<file path="src/rtl/decr_pkg.sv">
package decr_pkg;

    localparam int unsigned N_LANES = 4;
    localparam int unsigned SZ_W    = $clog2(N_LANES);

    typedef enum logic [SZ_W-1:0] {
        SZ_BYTE = 2'd0,
        SZ_HALF = 2'd1,
        SZ_WORD = 2'd2,
        SZ_QUAD = 2'd3
    } op_size_e;

    typedef struct packed {
        logic of;
        logic sf;
        logic zf;
        logic af;
        logic pf;
        logic cf;
    } status_t;

    typedef enum logic {
        OUT_EMPTY = 1'b0,
        OUT_FULL  = 1'b1
    } out_state_e;

endpackage

</file>
<file path="src/rtl/decr_lanes.sv">
module decr_lanes
    import decr_pkg::*;
#(
    parameter int unsigned DATA_W = 64
) (
    input  logic [DATA_W-1:0] operand,
    input  op_size_e          size,
    output logic [DATA_W-1:0] result,
    output logic [DATA_W-1:0] lane_mask
);

    logic [DATA_W-1:0] lane_res [N_LANES];
    logic [DATA_W-1:0] lane_msk [N_LANES];

    for (genvar g = 0; g < N_LANES; g++) begin : g_lane
        localparam int unsigned LW = 8 << g;
        if (LW < DATA_W) begin : g_part
            assign lane_res[g] = {operand[DATA_W-1:LW], operand[LW-1:0] - LW'(1)};
            assign lane_msk[g] = {{(DATA_W-LW){1'b0}}, {LW{1'b1}}};
        end else begin : g_full
            assign lane_res[g] = operand - DATA_W'(1);
            assign lane_msk[g] = '1;
        end
    end

    always_comb begin
        result    = lane_res[size];
        lane_mask = lane_msk[size];
    end

endmodule

</file>
<file path="src/rtl/decr_status.sv">
module decr_status
    import decr_pkg::*;
#(
    parameter int unsigned DATA_W = 64
) (
    input  logic [DATA_W-1:0] operand,
    input  logic [DATA_W-1:0] result,
    input  logic [DATA_W-1:0] lane_mask,
    input  logic              carry_in,
    output status_t           status
);

    localparam int unsigned NIB_W = 4;
    localparam int unsigned LOB_W = 8;

    logic [DATA_W-1:0] top_bit;
    logic [DATA_W-1:0] op_lane;
    logic [DATA_W-1:0] res_lane;

    always_comb begin
        top_bit   = lane_mask ^ (lane_mask >> 1);
        op_lane   = operand & lane_mask;
        res_lane  = result & lane_mask;
        status.of = (op_lane == top_bit);
        status.sf = |(res_lane & top_bit);
        status.zf = (res_lane == '0);
        status.af = (operand[NIB_W-1:0] == '0);
        status.pf = ~^result[LOB_W-1:0];
        status.cf = carry_in;
    end

endmodule

</file>
<file path="src/rtl/decr_unit.sv">
module decr_unit
    import decr_pkg::*;
#(
    parameter int unsigned DATA_W = 64,
    parameter int unsigned FLAG_W = 6
) (
    input  logic              clk,
    input  logic              rst_n,
    input  logic              in_valid,
    input  logic [DATA_W-1:0] in_operand,
    input  logic [1:0]        in_size,
    input  logic [FLAG_W-1:0] in_flags,
    output logic              out_valid,
    output logic [DATA_W-1:0] out_result,
    output logic [FLAG_W-1:0] out_flags
);

    out_state_e        st_q, st_d;
    logic [DATA_W-1:0] res_c;
    logic [DATA_W-1:0] mask_c;
    status_t           stat_c;
    logic [DATA_W-1:0] res_q;
    status_t           stat_q;

    decr_lanes #(.DATA_W(DATA_W)) u_lanes (
        .operand   (in_operand),
        .size      (op_size_e'(in_size)),
        .result    (res_c),
        .lane_mask (mask_c)
    );

    decr_status #(.DATA_W(DATA_W)) u_status (
        .operand   (in_operand),
        .result    (res_c),
        .lane_mask (mask_c),
        .carry_in  (in_flags[0]),
        .status    (stat_c)
    );

    always_ff @(posedge clk) begin
        if (!rst_n) st_q <= OUT_EMPTY;
        else        st_q <= st_d;
    end

    always_comb begin
        st_d = st_q;
        unique case (st_q)
            OUT_EMPTY: st_d = in_valid ? OUT_FULL : OUT_EMPTY;
            OUT_FULL:  st_d = in_valid ? OUT_FULL : OUT_EMPTY;
            default:   st_d = OUT_EMPTY;
        endcase
    end

    always_ff @(posedge clk) begin
        if (!rst_n) begin
            res_q  <= '0;
            stat_q <= '0;
        end else if (in_valid) begin
            res_q  <= res_c;
            stat_q <= stat_c;
        end
    end

    assign out_valid  = (st_q == OUT_FULL);
    assign out_result = res_q;
    assign out_flags  = stat_q;

    p_latency_r9: assert property (@(posedge clk) disable iff (!rst_n)
        in_valid |=> out_valid);
    p_drain_r9: assert property (@(posedge clk) disable iff (!rst_n)
        !in_valid |=> !out_valid);
    p_carry_kept_r8: assert property (@(posedge clk) disable iff (!rst_n)
        in_valid |=> out_flags[0] == $past(in_flags[0]));
    p_no_overflow_r3: assert property (@(posedge clk) disable iff (!rst_n)
        (in_valid && in_size == 2'd0 && in_operand[7:0] != 8'h80) |=> !out_flags[5]);
    p_aux_borrow_r6: assert property (@(posedge clk) disable iff (!rst_n)
        in_valid |=> out_flags[2] == ($past(in_operand[3:0]) == 4'h0));
    p_upper_kept_r2: assert property (@(posedge clk) disable iff (!rst_n)
        (in_valid && in_size != 2'd3) |=> out_result[63:32] == $past(in_operand[63:32]));
    p_hold_r10: assert property (@(posedge clk) disable iff (!rst_n)
        !in_valid |=> ($stable(out_result) && $stable(out_flags)));
    p_ovf_sign_r4: assert property (@(posedge clk) disable iff (!rst_n)
        (out_valid && out_flags[5]) |-> !out_flags[4]);

endmodule

</file>
<file path="config.mk">
export PLATFORM = sky130hd
export DESIGN_NAME = decr_unit
export DESIGN_NICKNAME = d
export VERILOG_FILES = /design/src/rtl/decr_pkg.sv /design/src/rtl/decr_lanes.sv /design/src/rtl/decr_status.sv /design/src/rtl/decr_unit.sv
export SDC_FILE = /design/constraint.sdc
export NUM_CORES = 1
export LEC_CHECK = 0
export BUFFER_PORTS_ARGS = -buffer_cell sky130_fd_sc_hd__buf_2
export CAP_MARGIN = 10
export CORE_AREA = 2 2 103 105
export CTS_CLUSTER_SIZE = 28
export DETAILED_ROUTE_END_ITERATION = 12
export DIE_AREA = 0 0 105 107
export PLACE_DENSITY_LB_ADDON = 0.25
export SYNTH_ARGS = -nofsm -noshare
export SYNTH_HDL_FRONTEND = slang
export SYNTH_SLANG_ARGS = --single-unit
</file>
<file path="constraint.sdc">
create_clock -name clk -period 5.7 [get_ports clk]
set_input_delay 0.855 -clock clk [delete_from_list [all_inputs] [get_ports clk]]
set_output_delay 0.855 -clock clk [all_outputs]
set_load 0.02 [all_outputs]
</file>
==> flow_summary_export.csv <==
group,metric,value,unit
outcome,status,"finished clean",
setup_path,startpoint_type,"input port",
sta,period_share,63.27,%
sta,final_max_slew_viol_count,0,
route,drc,0,
clock_network,cts.sinks,71,
clock_network,clkLatencyLatePin,0.36,ns
sta,tightest_slew,0.9470,ns
sta,finalWorstSetupSlack,2.093,ns
clock_network,clock_path_buffers,2,
route,drt-initial-drc-count,315,
route,vias_per_cell,5.850,
setup_path,path_max_fanout,11,
global_route,grt_usage,26.19,%
pwr,peakVddDrop,0.0001080,V
place,dp.cells,797,
synth,synth_area,0.004419,mm²
worst_hold_path,hold_end,"out_flags[5]$_SDFFE_PN0P_",
job,maxCapViolCount,0,
die,initial_utilization,43.79,%
synth,synth.avg_cell_area,8.035,µm²
worst_hold_path,min_path_type,"flop to flop",
global_route,overflow,0,
route,wl_per_cell,18.14,µm
place,portBuffers,140,
clock_network,cts_hold_buf,0,
clock_network,cts_root_buffer,"clkbuf_8",
pwr,combPwrFrac,22.5,%
sta,fin_hold_ws,0.4749,ns
clock_network,ctsResizeCount,0,
pwr,pwr-share-seq,45.9,%
pwr,p_int,786.2,µW
synth,async_flop_share,0,%
place,globalplace.congestion,0.9386,
synth,seq_area_frac_synth,32.16,%
worst_hold_path,hold_start,"out_flags[5]$_SDFFE_PN0P_",
sta,period_needed,3.607,ns
die,dieHeight,107,µm
clock_network,numCtsBuffers,9,
route,finalWirelength,14.75,mm
cells_and_area,final_cells,813,
clock_network,clkTransAtPathRegs,0.09,ns
setup_path,worstSetupEndpointType,"flop",
cells_and_area,layout-drive-gt1-share,26.00,%
clock_network,cts_setup_buffers,0,
setup_path,reg2reg_to,"out_flags[3]$_SDFFE_PN0P_",
clock_network,htree_levels,3,
synth,ys.flop_type,"dfxtp_1",
sta,hold_viol,0,
global_route,grt_max_degree,102,
setup_path,rrSetupSlack,4.83,ns
place,detailedPlace.worstSlack,1.696,ns
sta,clock_skew,0,ns
die,ios,146,
pwr,switching_share,34.16,%
sta,worst_slew_margin_rel,36.87,%
global_route,first_global_vias,4409,
setup_path,worstPathRequired,6.01,ns
pwr,power_frac_clock,31.7,%
pwr,p_leak,1.972,nW
die,rows,37,
synth,ys_warn_count,0,
die,fp.dieW,105,µm
sta,finalSetupViolations,0,
sta,grt_setup_unrepaired,"false",
synth,synth-edff-count,0,
cells_and_area,syn2layout_area_growth,21.32,%
synth,syn_nets,630,
cells_and_area,num_antenna_cells,0,
sta,tns,0,ns
route,vias,4756,
synth,synth_seq_cells,71,
synth,yosysUniqueCellTypes,53,
setup_path,r2r_cells,4,
setup_path,crit_arrival,3.92,ns
setup_path,reg2reg_from,"out_flags[3]$_SDFFE_PN0P_",
pwr,totalPowerFinal,1.194,mW
route,firstDrtPassIters,5,
worst_hold_path,hold_path_depth,2,
clock_network,cts_tree,"yes",
place,hpwlAfterDp,11.43,mm
cells_and_area,nets,752,
die,die_area,0.01124,mm²
sta,max_freq,277.3,MHz
global_route,grt_pass1_wl,23.15,mm
pwr,pwr_density_cell,222.7,mW/mm²
global_route,antenna_found_initial,0,
synth,syn_inst,550,
pwr,p_switching,407.9,µW
die,design.core.area,0.01009,mm²
setup_path,crit_type,"input port to flop",
route,ant_nets,0,
==> power groups by stage <==
stage / clock (mW) / combinational, mW / sequential, mW
after floorplan: 0 / 0.116 / 0.599
after global placement: 0 / 0.264 / 0.557
after detailed placement: 0 / 0.267 / 0.559
after global routing: 0.407 / 0.292 / 0.551
final: 0.378 / 0.268 / 0.547
after CTS: 0.387 / 0.268 / 0.548
==> worst max-delay path: stages <==
cell	delay (ns)
buf_2	0.14
or4_1	0.69
nor4_4	0.34
nand4_1	0.54
o21ai_0	0.46
nand4_1	0.16
nor4_1	0.33
nand4_1	0.17
a41oi_2	0.22
==> flip-flops by register name (all words and copies together) (netlist names) <==
| register | count |
|---|---|
| out_result | 64 |
| out_flags | 6 |
| out_valid | 1 |
==> metal layers <==
layer  vias up  GRT usage, %  part of all wire (%)
li1       2306             -                     -
met1      2258         36.09                    46
met2       176         41.79                    46
met3        16         5.167                   7.2
met4         0         7.143                   1.2
met5         -             0                     0
==> stage by stage <==
stage | area [µm²] | utilization, %
final | 5361 | 53.12
after global routing | 5361 | 53.12
after CTS | 5361 | 53.12
after detailed placement | 5190 | 51.43
after global placement | 5190 | 51.43
after floorplan | 4419 | -
==> kinds of logic (layout without fill, tap and decap cells) <==
family,after synthesis,in the layout,share of synthesized area [%]
AND/OR/NAND/NOR,267,267,32.87
AO/OA/AOI/OAI,102,102,17.10
flip-flops,71,71,32.16
XOR/XNOR,56,56,11.10
buffers and inverters,44,171,3.936
adder cells (fa/ha/maj),5,5,1.416
multiplexers,5,5,1.416
==> cells in the final DEF, fill, tap and decap left out, types with 2 or more instances in the layout <==
master and instances:
nand4_1 18, o31a_1 3, a31oi_1 3, ha_1 5, inv_6 2, buf_4 5
nand4b_1 2, clkbuf_8 9, nand2_1 26, nand2b_1 4, nand3_1 14, or2_2 4
o31ai_1 2, or4_1 14, buf_2 139, a311oi_1 7, o41a_1 2, o21ai_0 14
xnor2_1 39, nor4_2 3, a21oi_1 11, mux2i_1 4, and4_1 4, xor2_1 17
nor4b_1 4, nor4_4 3, nor4_1 31, nand3b_1 2, dfxtp_1 71, clkinv_2 2
or3_1 15, nor3_1 28, inv_1 10, a211oi_1 48, a41oi_1 2, nor2_1 89
==> worst max path at each step <==
stage | endpoint | startpoint | slack [ns] | depth (start not counted)
after detailed placement | out_flags[3]$_SDFFE_PN0P_ | in_operand[0] | 1.70 | 9
after floorplan | out_flags[3]$_SDFFE_PN0P_ | in_operand[8] | 2.52 | 9
after CTS | out_flags[3]$_SDFFE_PN0P_ | in_operand[0] | 2.10 | 9
after global routing | out_flags[3]$_SDFFE_PN0P_ | in_operand[28] | 1.82 | 9
final | out_flags[3]$_SDFFE_PN0P_ | in_operand[0] | 2.09 | 9
after global placement | out_flags[3]$_SDFFE_PN0P_ | in_operand[0] | 1.73 | 9
==> synth_stat cells (all sizes together), types with 14 or more instances <==
| master | instances | area [µm²] |
|---|---|---|
| nor2 | 89 | 334.1 |
| dfxtp | 71 | 1421 |
| a211oi | 48 | 360.4 |
| xnor2 | 39 | 341.6 |
| nor4 | 37 | 295.3 |
| nor3 | 28 | 140.1 |
| clkbuf | 26 | 97.59 |
| nand2 | 26 | 97.59 |
| nand4 | 18 | 112.6 |
| xor2 | 17 | 148.9 |
| o21ai | 15 | 75.07 |
| or3 | 15 | 93.84 |
| nand3 | 14 | 70.07 |
| or4 | 14 | 105.1 |
==> cell type report <==
type / instances / area, µm²
clock buffers: 10 / 127.6
flip-flops and latches: 71 / 1421
repair buffers: 144 / 733.2
well taps: 136 / 170.2
fillers: 1040 / 4731
clock inverters: 6 / 43.79
inverters: 11 / 41.29
multi-input cells: 435 / 2824
Note: power is estimated with default switching activity, not from simulation.
